## config.mk

```make
export PLATFORM = sky130hd
export DESIGN_NAME = spi_irq_gate
export DESIGN_NICKNAME = d
export VERILOG_FILES = /design/src/rtl/spi_irq_pkg.sv /design/src/rtl/spi_irq_level_cmp.sv /design/src/rtl/spi_irq_cfg.sv /design/src/rtl/spi_irq_sticky.sv /design/src/rtl/spi_irq_gate.sv
export SDC_FILE = /design/constraint.sdc
export NUM_CORES = 1
export LEC_CHECK = 0
export BUFFER_PORTS_ARGS = -buffer_cell sky130_fd_sc_hd__clkbuf_2
export CAP_MARGIN = 25
export CELL_PAD_IN_SITES_DETAIL_PLACEMENT = 1
export CELL_PAD_IN_SITES_GLOBAL_PLACEMENT = 2
export CORE_UTILIZATION = 30
export DETAILED_ROUTE_END_ITERATION = 7
export PLACE_DENSITY_LB_ADDON = 0.08
export RECOVER_POWER = 25
export SETUP_SLACK_MARGIN = 0.15
export SLEW_MARGIN = 20
export SYNTH_ARGS = -nofsm -noshare
export SYNTH_HDL_FRONTEND = slang
export SYNTH_SLANG_ARGS = --single-unit
```

## constraint.sdc

```tcl
create_clock -name clk -period 2 [get_ports clk]
set_input_delay 0.2 -clock clk [delete_from_list [all_inputs] [get_ports clk]]
set_output_delay 0.2 -clock clk [all_outputs]
set_load 0.03 [all_outputs]
```

## src/rtl/spi_irq_pkg.sv

```systemverilog
package spi_irq_pkg;

    localparam int STAT_W = 12;

    localparam int B_TX_EMPTY  = 0;
    localparam int B_TX_FULL   = 1;
    localparam int B_TX_THR    = 2;
    localparam int B_RX_EMPTY  = 3;
    localparam int B_RX_FULL   = 4;
    localparam int B_RX_THR    = 5;
    localparam int B_DESC_DONE = 9;
    localparam int B_PKT_DONE  = 10;
    localparam int B_DMA_ERR   = 11;

    localparam logic [STAT_W-1:0] DEF_MASK = 12'hE3F;

    localparam int THR_W      = 5;
    localparam int TX_THR_LSB = 8;
    localparam int RX_THR_LSB = 0;
    localparam logic [THR_W-1:0] THR_RST = 5'd1;

    typedef enum logic [1:0] {
        SEL_CAPTURE = 2'd0,
        SEL_STATUS  = 2'd1,
        SEL_GATE    = 2'd2,
        SEL_THRESH  = 2'd3
    } reg_sel_e;

endpackage

```

## src/rtl/spi_irq_level_cmp.sv

```systemverilog
module spi_irq_level_cmp #(
    parameter int LVL_W = 6,
    parameter int THR_W = 5
) (
    input  logic [LVL_W-1:0] tx_level,
    input  logic [LVL_W-1:0] rx_level,
    input  logic [THR_W-1:0] tx_thr,
    input  logic [THR_W-1:0] rx_thr,
    output logic             tx_hit,
    output logic             rx_hit
);
    localparam int CMP_W = (LVL_W > THR_W) ? LVL_W : THR_W;

    logic [CMP_W-1:0] tx_lvl_x, rx_lvl_x, tx_thr_x, rx_thr_x;

    always_comb begin
        tx_lvl_x = CMP_W'(tx_level);
        rx_lvl_x = CMP_W'(rx_level);
        tx_thr_x = CMP_W'(tx_thr);
        rx_thr_x = CMP_W'(rx_thr);
        // TX drains toward the threshold; RX fills toward it
        tx_hit   = (tx_lvl_x <= tx_thr_x);
        rx_hit   = (rx_lvl_x >= rx_thr_x);
    end
endmodule

```

## src/rtl/spi_irq_cfg.sv

```systemverilog
module spi_irq_cfg
    import spi_irq_pkg::*;
#(
    parameter int DATA_W = 32
) (
    input  logic              clk,
    input  logic              rst_n,
    input  logic              wr_en,
    input  logic [1:0]        wr_sel,
    input  logic [DATA_W-1:0] wr_data,
    output logic [STAT_W-1:0] en_mask,
    output logic [STAT_W-1:0] gate_mask,
    output logic [THR_W-1:0]  tx_thr,
    output logic [THR_W-1:0]  rx_thr
);
    typedef struct packed {
        logic [STAT_W-1:0] en;
        logic [STAT_W-1:0] gate;
        logic [THR_W-1:0]  tx_thr;
        logic [THR_W-1:0]  rx_thr;
    } cfg_t;

    cfg_t cfg_d, cfg_q;

    always_comb begin
        cfg_d = cfg_q;
        if (wr_en) begin
            unique case (reg_sel_e'(wr_sel))
                SEL_CAPTURE: cfg_d.en   = wr_data[STAT_W-1:0] & DEF_MASK;
                SEL_GATE:    cfg_d.gate = wr_data[STAT_W-1:0] & DEF_MASK;
                SEL_THRESH: begin
                    cfg_d.tx_thr = wr_data[TX_THR_LSB +: THR_W];
                    cfg_d.rx_thr = wr_data[RX_THR_LSB +: THR_W];
                end
                default: ;
            endcase
        end
    end

    always_ff @(posedge clk or negedge rst_n) begin
        if (!rst_n) begin
            cfg_q <= '{en: '0, gate: '0, tx_thr: THR_RST, rx_thr: THR_RST};
        end else begin
            cfg_q <= cfg_d;
        end
    end

    assign en_mask   = cfg_q.en;
    assign gate_mask = cfg_q.gate;
    assign tx_thr    = cfg_q.tx_thr;
    assign rx_thr    = cfg_q.rx_thr;
endmodule

```

## src/rtl/spi_irq_sticky.sv

```systemverilog
module spi_irq_sticky #(
    parameter int W = 12
) (
    input  logic         clk,
    input  logic         rst_n,
    input  logic [W-1:0] raw_ev,
    input  logic [W-1:0] en_mask,
    input  logic [W-1:0] clr_mask,
    output logic [W-1:0] status
);
    typedef struct packed {
        logic [W-1:0] st;
    } sticky_t;

    sticky_t stk_d, stk_q;
    logic [W-1:0] nxt;

    for (genvar i = 0; i < W; i++) begin : g_bit
        // set has priority over the write-one clear
        assign nxt[i] = (raw_ev[i] & en_mask[i]) | (stk_q.st[i] & ~clr_mask[i]);
    end

    always_comb begin
        stk_d    = stk_q;
        stk_d.st = nxt;
    end

    always_ff @(posedge clk or negedge rst_n) begin
        if (!rst_n) begin
            stk_q <= '0;
        end else begin
            stk_q <= stk_d;
        end
    end

    assign status = stk_q.st;
endmodule

```

## src/rtl/spi_irq_gate.sv

```systemverilog
module spi_irq_gate
    import spi_irq_pkg::*;
#(
    parameter int LVL_W  = 6,
    parameter int DATA_W = 32
) (
    input  logic              clk,
    input  logic              rst_n,
    input  logic              ev_tx_empty,
    input  logic              ev_tx_full,
    input  logic              ev_rx_empty,
    input  logic              ev_rx_full,
    input  logic              ev_desc_done,
    input  logic              ev_pkt_done,
    input  logic              ev_dma_err,
    input  logic              soft_rst_evt,
    input  logic [LVL_W-1:0]  tx_level,
    input  logic [LVL_W-1:0]  rx_level,
    input  logic              wr_en,
    input  logic [1:0]        wr_sel,
    input  logic [DATA_W-1:0] wr_data,
    input  logic [1:0]        rd_sel,
    output logic [DATA_W-1:0] rd_data,
    output logic              irq
);
    logic [STAT_W-1:0] en_mask, gate_mask, status, raw_ev, clr_mask;
    logic [THR_W-1:0]  tx_thr, rx_thr;
    logic              tx_hit, rx_hit;

    spi_irq_cfg #(.DATA_W(DATA_W)) u_cfg (
        .clk       (clk),
        .rst_n     (rst_n),
        .wr_en     (wr_en),
        .wr_sel    (wr_sel),
        .wr_data   (wr_data),
        .en_mask   (en_mask),
        .gate_mask (gate_mask),
        .tx_thr    (tx_thr),
        .rx_thr    (rx_thr)
    );

    spi_irq_level_cmp #(.LVL_W(LVL_W), .THR_W(THR_W)) u_cmp (
        .tx_level (tx_level),
        .rx_level (rx_level),
        .tx_thr   (tx_thr),
        .rx_thr   (rx_thr),
        .tx_hit   (tx_hit),
        .rx_hit   (rx_hit)
    );

    always_comb begin
        raw_ev              = '0;
        raw_ev[B_TX_EMPTY]  = ev_tx_empty | soft_rst_evt;
        raw_ev[B_TX_FULL]   = ev_tx_full;
        raw_ev[B_TX_THR]    = tx_hit;
        raw_ev[B_RX_EMPTY]  = ev_rx_empty | soft_rst_evt;
        raw_ev[B_RX_FULL]   = ev_rx_full;
        raw_ev[B_RX_THR]    = rx_hit;
        raw_ev[B_DESC_DONE] = ev_desc_done;
        raw_ev[B_PKT_DONE]  = ev_pkt_done;
        raw_ev[B_DMA_ERR]   = ev_dma_err;
        clr_mask = (wr_en && reg_sel_e'(wr_sel) == SEL_STATUS)
                   ? wr_data[STAT_W-1:0] : '0;
    end

    spi_irq_sticky #(.W(STAT_W)) u_sticky (
        .clk      (clk),
        .rst_n    (rst_n),
        .raw_ev   (raw_ev),
        .en_mask  (en_mask),
        .clr_mask (clr_mask),
        .status   (status)
    );

    assign irq = |(status & en_mask & gate_mask);

    always_comb begin
        rd_data = '0;
        unique case (reg_sel_e'(rd_sel))
            SEL_CAPTURE: rd_data[STAT_W-1:0] = en_mask;
            SEL_STATUS:  rd_data[STAT_W-1:0] = status;
            SEL_GATE:    rd_data[STAT_W-1:0] = gate_mask;
            SEL_THRESH: begin
                rd_data[TX_THR_LSB +: THR_W] = tx_thr;
                rd_data[RX_THR_LSB +: THR_W] = rx_thr;
            end
            default: ;
        endcase
    end
endmodule

```

# Yosys cells after proc, flatten, opt, wreduce, memory -nomap -nowiden
# Cells that the tools add are included.
dict set report op_classes {
  magnitude_cmp 2
  n_eq_ne 6
  n_mux 5
  bitwise_logic 46
  n_reduce_logical 7
}
# cell n
set op_table {}
lappend op_table {{$and 12x12->12} 2}
lappend op_table {{$and 1x1->1} 21}
lappend op_table {{$pmux 5 s4} 1}
lappend op_table {{$pmux 4 s4} 1}
lappend op_table {{$mux 12} 1}
lappend op_table {{$not 1->1} 12}
lappend op_table {{$reduce_or 12->1} 1}
lappend op_table {{$or 1x1->1} 11}
lappend op_table {{$pmux 3 s3} 1}
lappend op_table {{$eq 2x2->1 const B} 4}
lappend op_table {{$ge 6x5->1} 1}
lappend op_table {{$le 6x5->1} 1}
lappend op_table {{$reduce_and 2->1} 3}
lappend op_table {{$eq 2x1->1 const B} 2}
lappend op_table {{$logic_not 2->1} 2}
lappend op_table {{$logic_and 1x1->1} 1}
lappend op_table {{$mux 1} 1}
dict set report word_totals {
  ff_bits 40
  input_bits 59
  word_cells 71
}

# Longest topological paths before layout
dict set report depth {
  word_depth 6
  mapped_depth 5
  ltp_nobuf 5
}

# By module
# Synthesis repeated with hierarchy kept, for this count alone.
dict set report hier_totals {
  hier_cells 225
  area_unflattened_um2 2521.2
}
# mod instances cells_each area_each_um2 seq_area_each_um2
set by_module_without_submodules {}
lappend by_module_without_submodules {spi_irq_cfg 1 67 1108.6 703.2}
lappend by_module_without_submodules {spi_irq_gate 1 75 658.1 0.0}
lappend by_module_without_submodules {spi_irq_sticky 1 48 495.5 300.3}
lappend by_module_without_submodules {spi_irq_level_cmp 1 35 259.0 0.0}

# Least setup slack after synthesis
# OpenSTA, ideal clock, no wires.
dict set report synth_path {
  kind {input to output}
  start {in rd_sel[0]}
  end {out rd_data[5]}
  arrival_time_ns 1.232
  t_required_ns 1.800
  path_slack_ns 0.568
  path_stages 4
  path_buffers 2
  path_cell_list {buf_6 > buf_8 > mux2i_1 > o21ai_0}
}
dict set report synth_between {
  elab_chain_cells 2
}
# item line_no
set synth_rtl {}
lappend synth_rtl {{from (decl)} spi_irq_gate.sv:22} ;# input logic [1:0] rd_sel,
lappend synth_rtl {{$eq 2x2->1, or another cell as far along} spi_irq_gate.sv:79} ;# unique case (reg_sel_e'(rd_sel))
lappend synth_rtl {{$pmux 3 s3 *} spi_irq_gate.sv:79}
lappend synth_rtl {{to (decl)} spi_irq_gate.sv:23} ;# output logic [DATA_W-1:0] rd_data,
# Mark *: on every way between the ends. The rest lies on a longest branch, timed or not.

# Worst setup path after layout
dict set report layout_path {
  start {reg u_cfg.cfg_q (netlist bit u_cfg.en_mask[3])}
  end {out irq}
}
dict set report layout_between {
  elab_chain_cells 3
}
# item line_no
set layout_rtl {}
lappend layout_rtl {{from (decl)} spi_irq_cfg.sv:23} ;# cfg_t cfg_d, cfg_q;
lappend layout_rtl {{from (signal assigned)} spi_irq_cfg.sv:42} ;# cfg_q <= '{en: '0, gate: '0, tx_thr: THR_RST, rx_thr: THR_RST};
lappend layout_rtl {{from (signal assigned)} spi_irq_cfg.sv:44} ;# cfg_q <= cfg_d;
lappend layout_rtl {{$and 12x12->12 (2 in a row)} spi_irq_gate.sv:75} ;# assign irq = |(status & en_mask & gate_mask);
lappend layout_rtl {{$reduce_or 12->1} spi_irq_gate.sv:75}
lappend layout_rtl {{to (decl)} spi_irq_gate.sv:24} ;# output logic irq
# No other way between the ends.

==> results by stage <==
CTS:
- The total number of H-tree levels is 2.
- The clock sink total is 40.
- After clock tree synthesis, the clock-pin slew on the worst setup and hold paths is 80 ps.
- The clock tree from TritonCTS is yes.
- At the later pin of the worst-skew pair, clock insertion delay measures 290 ps.
- The CTS buffer count is 5.
- The total of hold buffers inserted after clock tree synthesis is 1.
- The cell sitting at the root of the clock tree is a clkbuf_8.
- In this run the post-CTS setup repair buffer count came out at 0.
- Gates resized during post-CTS repair numbered 0.
- The number of buffers on the longest clock path is 2.

Critical path:
- The element type at the critical path start is a flop.
- The worst endpoint data arrival time is 1470 ps.
- The setup check on the worst reg-to-reg path leaves a slack of 520 ps.
- By instance count, the cell type seen most on the critical path is nand3_1.
- The maximum fanout along the worst path is 4.
- The cell with the largest stage delay on the worst path is dfrtp_1.
- The worst register-to-register path has a depth of 4.
- The signal on the critical path passes through nand3_1 -> nand3_1 -> or3_1 -> clkbuf_2.
- The required time reported for the critical path endpoint is 1800 ps.
- On the worst path, the slowest cell contributes a delay of 420 ps.
- The critical path capture point type is an output pin.
- The launch point of the critical path is u_cfg.en_mask[3]$_DFFE_PN0P_.
- The launch point of the worst reg-to-reg path is u_cfg.rx_thr[0]$_DFFE_PN1P_.
- The category of the most critical setup path is flop to output pin.

GRT:
- The first-pass GRT wire length is 8742 um.
- The overall global routing resource usage is 15.21%.
- Entering global routing, the biggest net connects 41 pins.
- The sum of overflow across all layers after global routing is 0.
- The number of antenna violations at the first check in global routing is 0.
- The via count of the first global-routing pass is 1,691.

Placed design:
- The worst setup slack before clock tree synthesis is 330.4 ps.
- The count of buffers added on input and output ports is 53.
- Routability-driven placement finished with a final weighted congestion of 0.6703.
- Including well taps, the total number of placed cells is 335.
- The post-detailed-placement half-perimeter wirelength is 3964 um.

Die:
- The starting density of the core is 31.39%.
- The overall die area is 8024 um^2.
- The number of primary I/O pins is 92.
- The number of cell rows is 31.
- The floorplan step set the die width to 89.58 um.
- The core area is 7331 um^2.
- In this run the vertical extent of the chip is 89.58 um.

Logic synthesis:
- The Yosys step of the flow raised 0 warnings.
- Yosys instantiated no cell more often than dfrtp_1.
- The netlist area before placement is 2301 um^2.
- The synthesized design contains 40 register bits.
- The distinct cell type count after synthesis is 38.
- Among all flip-flop cells after synthesis, the most frequent one is dfrtp_1.
- The average footprint of a synthesized cell is 12.37 um^2.
- After synthesis, the most frequently instantiated cells are dfrtp_1, mux2_2, buf_4, nand2_1, nand3_1.
- In this run, synthesis inferred 0 flip-flops with an integrated enable.
- The cell count after synthesis came out at 186.
- The biggest area consumer among synthesized cells is dfrtp_1.
- The fraction of synthesized cell area taken by the top area cell type is 41.33%.
- The proportion of synthesized flip-flops having asynchronous set or reset is 100.0%.
- Sequential cells were found to cover 43.61% of the synthesized design area.
- In the post-synthesis netlist, the biggest area contributors are dfrtp_1, mux2_2, buf_4.

Power:
- The switching fraction of total power is 33.62%.
- The worst-case vdd ir drop is 0.0003914 V.
- The reported net switching power is 0.7629 mW.
- Of the total power, combinational logic draws 29.9%.
- Of the total power, registers draw 46.9%.
- The reported leakage power is 1.301 nW.
- The power density over the cells is 850.6 nW/um^2.
- Cell internal power was estimated by the tool at 1.506 mW.
- The clock network is responsible for 23.2% of the overall power.

Route:
- The residual antenna-violating net count after detailed routing is 0.
- The detailed-route via count is 1,622.
- The number of DRC markers in iteration 0 is 21.
- After detailed routing, the average wire length per cell comes to 15.86 um.
- The pre-antenna-repair detailed-routing pass consisted of 4 iterations.
- For this run, design rule violations remaining after detail routing come to 0.
- The routed wire length is 5455 um.
- The via count normalized by instance count is 4.715.

Timing:
- Setup violations remaining at the end of the flow were counted as 0.
- After layout, the minimum clock period comes to 1666 ps.
- The final setup skew is 5.358 ps.
- The max-slew violation total from the final report is 0.
- The max-slew headroom at the worst pin is 50.47%.
- Timing would allow up to 600.1 MHz.
- After layout, the worst setup slack is 333.6 ps.
- For the final routed database, the setup TNS stands at 0 ps.
- The final clock period utilization by the worst path is 83.32%.
- The final hold violation count is 0.
- For the pin with the worst max-slew slack, the measured transition is 743.0 ps.
- Setup repair after global routing left no endpoint under its margin.

Worst hold path:
- The worst hold path belongs to the class input port to flop.
- The source of the worst hold timing path is wr_data[7].
- The worst hold path was traced through 2 stages.

Finish:
- The net count of the finished layout is 313.
- The filler cells instantiated in the layout total 861.
- The ratio of cells with drive above 1 in the final layout is 39.59%.
- The finished layout holds 344 standard cells, fillers aside.
- The area growth from synthesis to layout is 15.93%.
- The number of antenna diodes in the final layout is 0.

Job:
- The tool flagged a number of max-cap violations equal to 0.

Outcome:
- The run finished with clean final reports.
==> cells in the final DEF, fill, tap and decap left out, drive strengths merged, types with 2 or more instances in the layout <==
cell type,synthesis,routed
nor2b,2,2
a22o,5,5
conb,1,19
nand2,11,11
mux4,8,8
nor2,2,2
clkbuf,1,61
a21bo,2,2
mux2,28,28
o21ai,5,5
buf,24,3
nand4b,2,2
a21boi,4,4
a21o,2,2
and3b,3,3
inv,10,10
ha,10,10
dfstp,2,2
nand3b,2,2
dfrtp,38,38
nand3,12,12
mux2i,2,2
==> power by group through the flow <==
stage,clock network (mW),logic [mW],registers [mW]
after floorplan,0,0.534,1.04
after global placement,0,0.688,1.08
after detailed placement,0,0.695,1.08
after CTS,0.557,0.700,1.07
after global routing,0.575,0.761,1.09
final,0.526,0.679,1.06
==> through the flow <==
| step | instance area, um^2 | power, mW | hold WS, ps | utilization (%) |
|---|---|---|---|---|
| 6_report | 2668 | 2.269 | 92.50 | 36.39 |
| 5_1_grt | 2668 | 2.425 | 93.71 | 36.39 |
| 4_1_cts | 2683 | 2.324 | 85.98 | 36.59 |
| 3_5_place_dp | 2591 | 1.777 | 311.4 | 35.35 |
| 3_3_place_gp | 2591 | 1.770 | 316.2 | 35.35 |
| 2_1_floorplan | 2369 | 1.576 | -95.59 | - |
==> worst max-delay path: cells and delay by family, from the launching register on <==
| kind | cells | cell delay [ps] |
|---|---|---|
| flip-flops | 1 | 420 |
| buffers and inverters | 1 | 190 |
| AND/OR/NAND/NOR | 3 | 560 |
==> registers in the layout, summed over array words and instances (netlist names) <==
register         flops
u_cfg.gate_mask      9
u_cfg.tx_thr         5
u_sticky.status     12
u_cfg.rx_thr         5
u_cfg.en_mask        9
==> logic make-up after synthesis <==
family                     Yosys count  synth area share [%]
other                                1                0.1630
AOI/OAI and AO/OA                   23                 7.558
DFF                                 40                 43.61
buffers and inverters               35                 10.17
and+or+nand+nor                     39                 9.843
muxes                               38                 23.22
adders and majority gates           10                 5.438
==> area by class of cell <==
| type | instances | area, um^2 | share of cell area (%) |
|---|---|---|---|
| well taps | 99 | 123.9 | 4.644 |
| repair buffers | 58 | 300.3 | 11.26 |
| inverters | 10 | 37.54 | 1.407 |
| multi-input cells | 129 | 1121 | 42.03 |
| clock inverters | 1 | 5.005 | 0.1876 |
| clock buffers | 7 | 76.32 | 2.861 |
| flip-flops and latches | 40 | 1003 | 37.62 |
==> metal layers <==
layer	wire [um]	vias up	GRT usage, %
met5	0	-	0
met3	245	8	3.291
met4	74	0	5.195
li1	-	751	-
met2	2737	56	25.62
met1	2397	807	19.40
==> final timing paths <==
check	to
worst max-delay path	irq
worst min-delay path	u_sticky.status[7]$_DFF_PN0_
worst max register to register	u_sticky.status[5]$_DFF_PN0_
worst min register to register	u_sticky.status[11]$_DFF_PN0_
max in group asynchronous	u_cfg.tx_thr[0]$_DFFE_PN1P_
min in group asynchronous	u_sticky.status[6]$_DFF_PN0_
Power figures use the tool's default switching activity.
